--- config.mk ---
export PLATFORM = sky130hd
export DESIGN_NAME = tws_mem_target
export DESIGN_NICKNAME = d
export VERILOG_FILES = /design/src/rtl/tws_pkg.sv /design/src/rtl/tws_line_cond.sv /design/src/rtl/tws_addr_ptr.sv /design/src/rtl/tws_mem_target.sv
export SDC_FILE = /design/constraint.sdc
export NUM_CORES = 1
export LEC_CHECK = 0
export BUFFER_PORTS_ARGS = -buffer_cell sky130_fd_sc_hd__buf_2
export CORE_MARGIN = 4
export CORE_UTILIZATION = 45
export DETAILED_ROUTE_END_ITERATION = 8
export PLACE_DENSITY = 0.67
export REMOVE_ABC_BUFFERS = 1
export SLEW_MARGIN = 20
export SYNTH_ARGS = -nofsm -noshare
export SYNTH_HDL_FRONTEND = slang
export SYNTH_SLANG_ARGS = --single-unit
--- constraint.sdc ---
create_clock -name clk -period 4.1 [get_ports clk]
set_input_delay 0.615 -clock clk [delete_from_list [all_inputs] [get_ports clk]]
set_output_delay 0.615 -clock clk [all_outputs]
set_load 0.01 [all_outputs]
--- src/rtl/tws_pkg.sv ---
package tws_pkg;

    localparam logic [3:0] DEV_TYPE = 4'b1010;

    typedef enum logic [2:0] {
        ST_IDLE,
        ST_DEV,
        ST_WADDR,
        ST_WDATA,
        ST_RDATA
    } tws_state_t;

    typedef enum logic [1:0] {
        PTR_HOLD,
        PTR_LOAD,
        PTR_PAGE_INC,
        PTR_LIN_INC
    } ptr_op_t;

    typedef struct packed {
        logic scl;
        logic sda;
        logic rise;
        logic fall;
        logic start;
        logic stop;
    } tws_bus_ev_t;

    // Bits at or above up_w are compared with the select inputs.
    function automatic logic sel_match(input logic [2:0] dev_bits,
                                       input logic [2:0] sel,
                                       input int unsigned up_w);
        logic ok;
        ok = 1'b1;
        for (int i = 0; i < 3; i++) begin
            if (i >= int'(up_w) && dev_bits[i] != sel[i]) ok = 1'b0;
        end
        return ok;
    endfunction

endpackage

--- src/rtl/tws_line_cond.sv ---
module tws_line_cond
    import tws_pkg::*;
(
    input  logic        clk,
    input  logic        rst,
    input  logic        scl_i,
    input  logic        sda_i,
    output tws_bus_ev_t ev_o
);

    logic [1:0] scl_sync;
    logic [1:0] sda_sync;
    logic       scl_prev;
    logic       sda_prev;

    always_ff @(posedge clk) begin
        if (rst) begin
            scl_sync <= 2'b11;
            sda_sync <= 2'b11;
            scl_prev <= 1'b1;
            sda_prev <= 1'b1;
        end else begin
            scl_sync <= {scl_sync[0], scl_i};
            sda_sync <= {sda_sync[0], sda_i};
            scl_prev <= scl_sync[1];
            sda_prev <= sda_sync[1];
        end
    end

    always_comb begin
        ev_o.scl   = scl_sync[1];
        ev_o.sda   = sda_sync[1];
        ev_o.rise  = scl_sync[1] & ~scl_prev;
        ev_o.fall  = ~scl_sync[1] & scl_prev;
        ev_o.start = scl_sync[1] & scl_prev & sda_prev & ~sda_sync[1];
        ev_o.stop  = scl_sync[1] & scl_prev & ~sda_prev & sda_sync[1];
    end

    AST_EVENTS_EXCLUSIVE: assert property (@(posedge clk) disable iff (rst)
        $onehot0({ev_o.rise, ev_o.fall, ev_o.start, ev_o.stop}));

endmodule

--- src/rtl/tws_addr_ptr.sv ---
module tws_addr_ptr
    import tws_pkg::*;
#(
    parameter int ADDR_W = 9,
    parameter int PAGE_W = 4
) (
    input  logic              clk,
    input  logic              rst,
    input  ptr_op_t           op_i,
    input  logic [ADDR_W-1:0] load_i,
    output logic [ADDR_W-1:0] ptr_o
);

    logic [ADDR_W-1:0] ptr_q;
    logic [PAGE_W-1:0] low_next;

    assign low_next = ptr_q[PAGE_W-1:0] + PAGE_W'(1);
    assign ptr_o    = ptr_q;

    always_ff @(posedge clk) begin
        if (rst) begin
            ptr_q <= '0;
        end else begin
            unique case (op_i)
                PTR_LOAD:     ptr_q <= load_i;
                PTR_PAGE_INC: ptr_q <= {ptr_q[ADDR_W-1:PAGE_W], low_next};
                PTR_LIN_INC:  ptr_q <= ptr_q + ADDR_W'(1);
                default:      ptr_q <= ptr_q;
            endcase
        end
    end

    AST_PAGE_ROW_KEPT: assert property (@(posedge clk) disable iff (rst)
        (op_i == PTR_PAGE_INC) |=>
            (ptr_o[ADDR_W-1:PAGE_W] == $past(ptr_o[ADDR_W-1:PAGE_W])));

endmodule

--- src/rtl/tws_mem_target.sv ---
module tws_mem_target
    import tws_pkg::*;
#(
    parameter int MEM_BYTES  = 256,
    parameter int PAGE_BYTES = 8,
    localparam int ADDR_W    = $clog2(MEM_BYTES),
    localparam int PAGE_W    = $clog2(PAGE_BYTES),
    localparam int UP_W      = ADDR_W - 8
) (
    input  logic              clk,
    input  logic              rst,
    input  logic              scl_i,
    input  logic              sda_i,
    input  logic [2:0]        sel_i,
    output logic              sda_pull_o,
    output logic              mem_we_o,
    output logic [ADDR_W-1:0] mem_addr_o,
    output logic [7:0]        mem_wdata_o,
    input  logic [7:0]        mem_rdata_i,
    output logic              wr_req_o,
    input  logic              wr_done_i
);

    tws_bus_ev_t       ev;
    tws_state_t        state;
    logic [3:0]        bitcnt;
    logic [7:0]        rx;
    logic [6:0]        tx;
    logic              pull;
    logic              rw;
    logic [2:0]        dev_hi;
    logic              wrote;
    logic              pending;
    logic              we_q;
    logic [7:0]        wdata_q;
    ptr_op_t           ptr_op;
    logic [ADDR_W-1:0] ptr_load;
    logic [ADDR_W-1:0] ptr;
    logic              dev_ok;

    tws_line_cond u_cond (
        .clk  (clk),
        .rst  (rst),
        .scl_i(scl_i),
        .sda_i(sda_i),
        .ev_o (ev)
    );

    tws_addr_ptr #(
        .ADDR_W(ADDR_W),
        .PAGE_W(PAGE_W)
    ) u_ptr (
        .clk   (clk),
        .rst   (rst),
        .op_i  (ptr_op),
        .load_i(ptr_load),
        .ptr_o (ptr)
    );

    assign ptr_load = ADDR_W'({dev_hi, rx});
    assign dev_ok   = (rx[7:4] == DEV_TYPE) && sel_match(rx[3:1], sel_i, UP_W) && !pending;

    always_comb begin
        ptr_op = PTR_HOLD;
        if (ev.fall && state != ST_IDLE) begin
            if (bitcnt == 4'd8 && state == ST_WADDR)
                ptr_op = PTR_LOAD;
            else if (bitcnt == 4'd9 && state == ST_WDATA)
                ptr_op = PTR_PAGE_INC;
            else if (bitcnt == 4'd9 && ((state == ST_DEV && rw) ||
                                         (state == ST_RDATA && !rx[0])))
                ptr_op = PTR_LIN_INC;
        end
    end

    always_ff @(posedge clk) begin
        if (rst) begin
            state   <= ST_IDLE;
            bitcnt  <= '0;
            rx      <= '0;
            tx      <= '0;
            pull    <= 1'b0;
            rw      <= 1'b0;
            dev_hi  <= '0;
            wrote   <= 1'b0;
            pending <= 1'b0;
            we_q    <= 1'b0;
            wdata_q <= '0;
        end else begin
            we_q <= 1'b0;
            if (wr_done_i) pending <= 1'b0;
            if (ev.stop) begin
                if (state == ST_WDATA && wrote) pending <= 1'b1;
                state  <= ST_IDLE;
                bitcnt <= '0;
                pull   <= 1'b0;
                wrote  <= 1'b0;
            end else if (ev.start) begin
                state  <= ST_DEV;
                bitcnt <= '0;
                pull   <= 1'b0;
                wrote  <= 1'b0;
            end else if (state != ST_IDLE) begin
                if (ev.rise) begin
                    rx     <= {rx[6:0], ev.sda};
                    bitcnt <= bitcnt + 4'd1;
                end else if (ev.fall) begin
                    if (bitcnt == 4'd8) begin
                        unique case (state)
                            ST_DEV: begin
                                if (dev_ok) begin
                                    pull   <= 1'b1;
                                    rw     <= rx[0];
                                    dev_hi <= rx[3:1];
                                end else begin
                                    state  <= ST_IDLE;
                                    bitcnt <= '0;
                                    pull   <= 1'b0;
                                end
                            end
                            ST_WADDR: pull <= 1'b1;
                            ST_WDATA: begin
                                pull    <= 1'b1;
                                we_q    <= 1'b1;
                                wdata_q <= rx;
                                wrote   <= 1'b1;
                            end
                            default: pull <= 1'b0;
                        endcase
                    end else if (bitcnt == 4'd9) begin
                        bitcnt <= '0;
                        unique case (state)
                            ST_DEV: begin
                                if (rw) begin
                                    state <= ST_RDATA;
                                    tx    <= mem_rdata_i[6:0];
                                    pull  <= ~mem_rdata_i[7];
                                end else begin
                                    state <= ST_WADDR;
                                    pull  <= 1'b0;
                                end
                            end
                            ST_WADDR: begin
                                state <= ST_WDATA;
                                pull  <= 1'b0;
                            end
                            ST_RDATA: begin
                                if (!rx[0]) begin
                                    tx   <= mem_rdata_i[6:0];
                                    pull <= ~mem_rdata_i[7];
                                end else begin
                                    state <= ST_IDLE;
                                    pull  <= 1'b0;
                                end
                            end
                            default: pull <= 1'b0;
                        endcase
                    end else if (state == ST_RDATA && bitcnt != 4'd0) begin
                        pull <= ~tx[6];
                        tx   <= {tx[5:0], 1'b0};
                    end
                end
            end
        end
    end

    assign sda_pull_o  = pull;
    assign mem_we_o    = we_q;
    assign mem_addr_o  = ptr;
    assign mem_wdata_o = wdata_q;
    assign wr_req_o    = pending;

    AST_NO_ACK_WHILE_BUSY: assert property (@(posedge clk) disable iff (rst)
        (state == ST_DEV && ev.fall && bitcnt == 4'd8 && pending) |=>
            (state == ST_IDLE && !sda_pull_o));

    AST_PULL_MOVES_SCL_LOW: assert property (@(posedge clk) disable iff (rst)
        (sda_pull_o != $past(sda_pull_o)) |-> !ev.scl);

    AST_WRITE_IN_DATA_PHASE: assert property (@(posedge clk) disable iff (rst)
        mem_we_o |-> (state == ST_WDATA));

    AST_START_REARMS: assert property (@(posedge clk) disable iff (rst)
        (!$past(rst) && $past(ev.start)) |-> (state == ST_DEV && bitcnt == 4'd0));

    AST_REQ_HELD: assert property (@(posedge clk) disable iff (rst)
        (wr_req_o && !wr_done_i) |=> wr_req_o);

endmodule

* Yosys cells after proc, flatten, opt, wreduce, memory -nomap -nowiden *
Index checks and enable logic that the tools add are counted.
Widths: inputs -> output; s select.

cells by class
  eq/ne operators = 25
  bitwise operators = 20
  multiplexer cells = 42
  $add $sub $neg = 3
  reduce and logical (&&, ||, !) cells = 41

operators with widths
  cell                 count
  $mux 7               4
  $mux 4               6
  $pmux 8 s3           1
  $reduce_and 8->1     3
  $mux 3               6
  $reduce_bool 3->1    6
  $mux 1               17
  $ne 3x3->1 const B   5
  $pmux 7 s2           1
  $not 1->1            13
  $eq 4x4->1 const B   3
  $reduce_bool 2->1    6
  $logic_and 1x1->1    10
  $reduce_and 10->1    1
  $reduce_and 5->1     2
  $pmux 3 s3           1
  $add 8x1->8 const B  1
  $mux 2               4
  $reduce_and 4->1     2
  $reduce_bool 4->1    2
  $and 1x1->1          7
  $reduce_and 7->1     1
  $reduce_or 7->1      1
  $eq 3x2->1 const B   2
  other kinds (18)     26

word-level totals
  bits of input ports = 16
  output and inout bits = 19
  bits in registers = 49
  word-level logic and storage cells = 148

* Longest topological paths before layout *
  depth in word-level cells = 13
  mapped depth = 8
  depth with buffers taken out = 7

* Hierarchy *
From an unflattened synthesis, not the netlist that was laid out.

second synthesis, totals
  cell total of the unflattened synthesis = 286
  area total of the unflattened synthesis = 2601.2 um^2

by module, submodules not included
  module          cells an instance  sequential area each (um^2)  area an instance (um^2)  times used
  tws_mem_target  207                700.7                        1859.3                   1
  tws_addr_ptr    61                 160.2                        536.8                    1
  tws_line_cond   18                 120.1                        205.2                    1

* Worst setup path before layout *
Ideal clock, no wire load.

  path kind = register to register
  start = register bitcnt[0]
  end = register u_ptr.ptr_q[5] (netlist: u_ptr.ptr_o[5])
  setup time = 92 ps
  cell stages (with the launch flop) = 9
  setup slack = 2185 ps
  buffers on the path = 1
  period minus slack after synthesis = 1915 ps
  arrival = 1822 ps
  required time = 4008 ps
  cell sequence = dfxtp_1 -> inv_1 -> ha_1 -> and3b_1 -> and2_1 -> o21ai_1 -> clkbuf_1 -> o21ba_2 -> o32ai_1

on the way
  cells in the longest elaborated chain, start to end = 9
  elaborated cells on any way between the ends = 16
  those cells by class = 5 x eq/ne; 5 x mux; 1 x bitwise; 5 x reduce/logical

ends and longest elaborated chain
  what                                                             line                                        source
  start, declared                                                  tws_mem_target.sv:26                        logic [3:0] bitcnt;
  start signal, assigned                                           tws_mem_target.sv:106                       bitcnt <= bitcnt + 4'd1;
  $eq 4x4->1                                                       tws_mem_target.sv:68, tws_mem_target.sv:70
  $logic_and 1x1->1                                                tws_mem_target.sv:70                        else if (bitcnt == 4'd9 && ((state == ST_DEV && rw) ||
  $mux 2                                                           tws_mem_target.sv:70
  $mux 2                                                           tws_mem_target.sv:68                        else if (bitcnt == 4'd9 && state == ST_WDATA)
  $mux 2 *                                                         tws_mem_target.sv:66                        if (bitcnt == 4'd8 && state == ST_WADDR)
  $mux 2 *                                                         tws_mem_target.sv:65                        if (ev.fall && state != ST_IDLE) begin
  $eq 2x1->1 / $eq 2x2->1 (equally long branches)                  tws_addr_ptr.sv:24                          unique case (op_i)
  $reduce_bool 2->1 (no line) / $not 1->1 (equally long branches)  -
  $reduce_and 2->1 (no line)                                       -
  end signal, assigned                                             tws_addr_ptr.sv:25                          PTR_LOAD: ptr_q <= load_i;
  end signal, assigned                                             tws_addr_ptr.sv:26                          PTR_PAGE_INC: ptr_q <= {ptr_q[ADDR_W-1:PAGE_W], low_next};
  end signal, assigned                                             tws_addr_ptr.sv:27                          PTR_LIN_INC: ptr_q <= ptr_q + ADDR_W'(1);
  end, declared                                                    tws_addr_ptr.sv:14                          logic [ADDR_W-1:0] ptr_q;

Mark *: on every way between the ends. The rest lies on a longest branch, timed or not.
A chain may end at the register's enable or synchronous reset.

* Worst setup path after layout *
  start = register state[2]
  end = register u_ptr.ptr_q[2] (netlist: u_ptr.ptr_o[2])

on the way
  cells in the longest elaborated chain, start to end = 10
  elaborated cells on any way between the ends = 21
  those cells by class = 7 x eq/ne; 5 x mux; 9 x reduce/logical

ends and longest elaborated chain
  what                                                    line                                        source
  start, declared                                         tws_mem_target.sv:25                        tws_state_t state;
  start signal, assigned                                  tws_mem_target.sv:78                        state <= ST_IDLE;
  start signal, assigned                                  tws_mem_target.sv:94                        state <= ST_IDLE;
  start signal, assigned                                  tws_mem_target.sv:99                        state <= ST_DEV;
  $eq 3x1->1 / $eq 3x3->1 (equally long branches)         tws_mem_target.sv:70, tws_mem_target.sv:71
  $logic_and 1x1->1 (on tied branches)                    tws_mem_target.sv:70, tws_mem_target.sv:71
  $logic_or 1x1->1                                        tws_mem_target.sv:70
  $logic_and 1x1->1                                       tws_mem_target.sv:70
  $mux 2                                                  tws_mem_target.sv:70
  $mux 2                                                  tws_mem_target.sv:68
  $mux 2                                                  tws_mem_target.sv:66
  $mux 2 *                                                tws_mem_target.sv:65
  $eq 2x2->1 / $eq 2x1->1 (equally long branches)         tws_addr_ptr.sv:24
  $pmux 8 s3 / $reduce_bool 3->1 (equally long branches)  -

Marked as above.

==> tab_implementation.tex <==
\begin{tabular}{lr}
\hline
Metric & Value \\
\hline
\multicolumn{2}{l}{\textbf{Run status}} \\
Result of the run & finished clean \\
\multicolumn{2}{l}{\textbf{Run}} \\
Max-Cap Viols & 0 \\
\multicolumn{2}{l}{\textbf{CTS}} \\
\# clock sinks & 49 \\
TritonCTS clock tree & done \\
\# resized after CTS & 0 \\
Root buffer cell & clkbuf\_8 \\
Clock latency at the later pin of the worst-skew pair & 310 ps \\
Number of hold buffers added after CTS & 0 \\
Clock transition at path regs & 100 ps \\
Num CTS Buffers & 5 \\
Number of buffers between clock root and the deepest sink & 2 \\
Post-CTS setup buffer count & 0 \\
Depth of the CTS H-tree & 2 \\
\multicolumn{2}{l}{\textbf{Critical path}} \\
Critical Path Source Type & flip-flop \\
CP peak stage delay & 660 ps \\
Launching point of the worst reg2reg path & state[2]\$\_SDFFE\_PP0P\_ \\
Worst-path cell with the longest stage delay & dfxtp\_1 \\
Crit Path Max Fanout & 16 \\
Required time of the critical path & 4330 ps \\
Type of the worst setup path & reg2reg \\
Critical path launch point & state[2]\$\_SDFFE\_PP0P\_ \\
Data arrival at the endpoint of the critical path & 2660 ps \\
List of cells traversed by the critical path & or4b\_4 -> a21oi\_2 -> o21ai\_1 -> or3b\_1 -> a31oi\_1 \\
CP Capture Type & flip-flop \\
\multicolumn{2}{l}{\textbf{Global routing}} \\
Overall fraction of global-route tracks in use & 16.3\% \\
Largest net degree at the start of global routing & 48 \\
Initial antenna violation count & 0 \\
Wire length of the first global-routing pass & 9580 um \\
Via count of the first global-routing pass & 2028 \\
Gr ovfl total & 0 \\
\multicolumn{2}{l}{\textbf{Floorplanning}} \\
Core Area & 5540 sq um \\
Num ports & 35 \\
Vertical die dimension & 83.6 um \\
Horizontal extent of the die & 83.6 um \\
Overall die area & 6990 sq um \\
Number of cell rows & 27 \\
Initial standard-cell utilization of the core & 46.5\% \\
\multicolumn{2}{l}{\textbf{Logic synthesis}} \\
Commonest cells in the synthesized netlist & 49 x dfxtp\_1, 39 x nor2\_1, 24 x nand2\_1 \\
Yosys warnings & 0 \\
Synth Area per Inst & 8.64 sq um \\
Most used standard cell by instance count after synthesis & dfxtp\_1 \\
Number of different library cells in the post-synthesis netlist & 50 \\
Number of enable-type register cells in the synthesized netlist & 0 \\
Synth Register Bits & 49 \\
Sequential fraction of the synthesis area & 38.1\% \\
Post-synthesis cell count & 298 \\
Largest cells by area after synthesis & dfxtp\_1 38\%, mux2i\_1 8.9\%, nor2\_1 5.7\% \\
Synth Flop Type & dfxtp\_1 \\
Mapped Area & 2570 sq um \\
Area leader, netlist & dfxtp\_1 \\
Async SR Flop Fraction & 0\% \\
Share of Yosys cell area claimed by the top area cell type & 38.1\% \\
\multicolumn{2}{l}{\textbf{Timing}} \\
Worst clock skew & 11.7 ps \\
Final worst-path cycle share & 59.2\% \\
Final number of hold-violating endpoints & 0 \\
Count of final max-slew check failures & 0 \\
Pin slew with the least headroom to its limit & 878 ps \\
Highest clock frequency the design can meet & 412 MHz \\
RSZ-0062 raised after global routing & no \\
Hold Worst Slack & 417 ps \\
Time the worst path needs with I/O delays and setup & 2430 ps \\
Max transition margin & 41.1\% \\
Least setup slack across all paths after layout & 1670 ps \\
Total Neg Setup Slack & 0 ps \\
Setup violation total in the final timing report & 0 \\
\multicolumn{2}{l}{\textbf{Drt}} \\
First-iteration detailed-routing DRC count & 188 \\
Detailed Route WL & 5680 um \\
Count of unresolved DRC violations after routing & 0 \\
Vias after detailed routing & 2193 \\
Detail Route Antenna Nets & 0 \\
Mean number of vias per cell & 5.52 \\
Avg WL per Cell & 14.3 um \\
Number of search-and-repair iterations in the first detailed-routing pass & 4 \\
\multicolumn{2}{l}{\textbf{Cells and area}} \\
Layout-stage area growth over the synthesis result & 11.0\% \\
Multi-input gate area & 1490 sq um \\
Total Nets Final & 348 \\
Cell area after layout & 2860 sq um \\
Share of final-layout standard cells stronger than drive strength 1 & 18.8\% \\
Sequential standard cell area & 981 sq um \\
Number of inserted diodes & 0 \\
\# fillers & 529 \\
Core Util, Final & 51.6\% \\
\multicolumn{2}{l}{\textbf{Power}} \\
Static leakage power & 1.08 nW \\
Total power density per cell area & 289 nW/um\^{}2 \\
Max IR drop VDD & 0.000169 V \\
\multicolumn{2}{l}{\textbf{Placed design}} \\
Gp weighted congestion & 0.845 \\
Port Buf Inserts & 34 \\
Total cell area at the placement stage & 2760 sq um \\
Pre-CTS setup slack & 1700 ps \\
Half-perimeter wire length after detailed placement & 3920 um \\
\multicolumn{2}{l}{\textbf{Min path}} \\
Class of the tightest hold or removal check & reg2reg \\
Hold path startpoint & u\_cond.scl\_sync[0]\$\_SDFF\_PP1\_ \\
\hline
\end{tabular}
worst paths after layout:
| kind | slack, ps | endpoint | cells after the start |
|---|---|---|---|
| hold reg to reg | 420 | u_cond.scl_sync[1]$_SDFF_PP1_ | 1 |
| setup / recovery | 1670 | u_ptr.ptr_o[2]$_SDFFE_PP0P_ | 5 |
| setup reg to reg | 1670 | u_ptr.ptr_o[2]$_SDFFE_PP0P_ | 5 |
| hold / removal | 420 | u_cond.scl_sync[1]$_SDFF_PP1_ | 1 |
metrics by stage:
stage	total power, mW	cells
finish	0.826	397
global route	0.857	397
detailed placement	0.530	389
CTS	0.836	397
floorplan	0.511	283
global placement	0.530	389
layer usage:
| layer | global-route usage [%] | routed length (um) | part of all wire (%) | up-vias |
|---|---|---|---|---|
| met5 | 0 | 0 | 0 | - |
| met4 | 5.26 | 80 | 1.4 | 0 |
| met1 | 24.1 | 2870 | 50 | 1010 |
| met2 | 23.4 | 2460 | 43 | 56 |
| met3 | 3.26 | 270 | 4.8 | 9 |
| li1 | - | - | - | 1118 |
kinds of logic (layout without fill, tap and decap cells):
family,after synthesis,after routing,share of synthesized area (%)
and+or+nand+nor,128,128,25.8
adders and majority gates,8,8,3.89
buffers and inverters,23,50,4.04
muxes,23,23,8.95
AOI/OAI and AO/OA,61,61,17.2
DFF,49,49,38.1
xor gates and xnor gates,6,6,2.04
worst max-delay path, delay by kind of cell, from the launching register on:
kind / cells / cell delay [ps]
AOI/OAI and AO/OA: 3 / 680
DFF: 1 / 660
and+or+nand+nor: 2 / 1010
state kept, by name, indices dropped and copies added (netlist names):
register         count
rw                   1
tx                   7
wr_req_o             1
mem_wdata_o          8
sda_pull_o           1
state                3
bitcnt               4
ptr_load             8
wrote                1
u_ptr.ptr_o          8
mem_we_o             1
u_cond.sda_sync      2
u_cond.scl_prev      1
u_cond.scl_sync      2
u_cond.sda_prev      1
cells in the final DEF (no fill, tap or decap), drive strengths merged, types with 3 or more instances in the layout:
cell type / count
a21o: 3
nand3: 12
dfxtp: 49
o32ai: 6
or3: 4
nor4: 4
nand2b: 10
buf: 34
a311oi: 8
a31oi: 5
nor2: 39
a211oi: 4
ha: 8
nand3b: 3
clkbuf: 5
nor2b: 3
o21ai: 11
mux2i: 23
inv: 10
nor3: 6
xnor2: 4
nand2: 24
or2: 8
a21oi: 17
layout make-up:
type | instances | share of cell area, %
flip-flops and latches | 49 | 34.3
inverters | 8 | 1.05
well taps | 72 | 3.15
clock inverters | 3 | 1.01
clock buffers | 5 | 2.41
repair buffers | 34 | 5.95
multi-input cells | 226 | 52.1
where the power goes:
| part | switching, mW | leakage [nW] | total (mW) | internal [mW] |
|---|---|---|---|---|
| logic | 0.0218 | 0.631 | 0.0370 | 0.0151 |
| registers | 0.00395 | 0.396 | 0.482 | 0.478 |
| clock network | 0.179 | 0.0506 | 0.307 | 0.128 |
| total | 0.205 | 1.08 | 0.826 | 0.621 |
No activity file was read; power rests on OpenSTA's default activity.
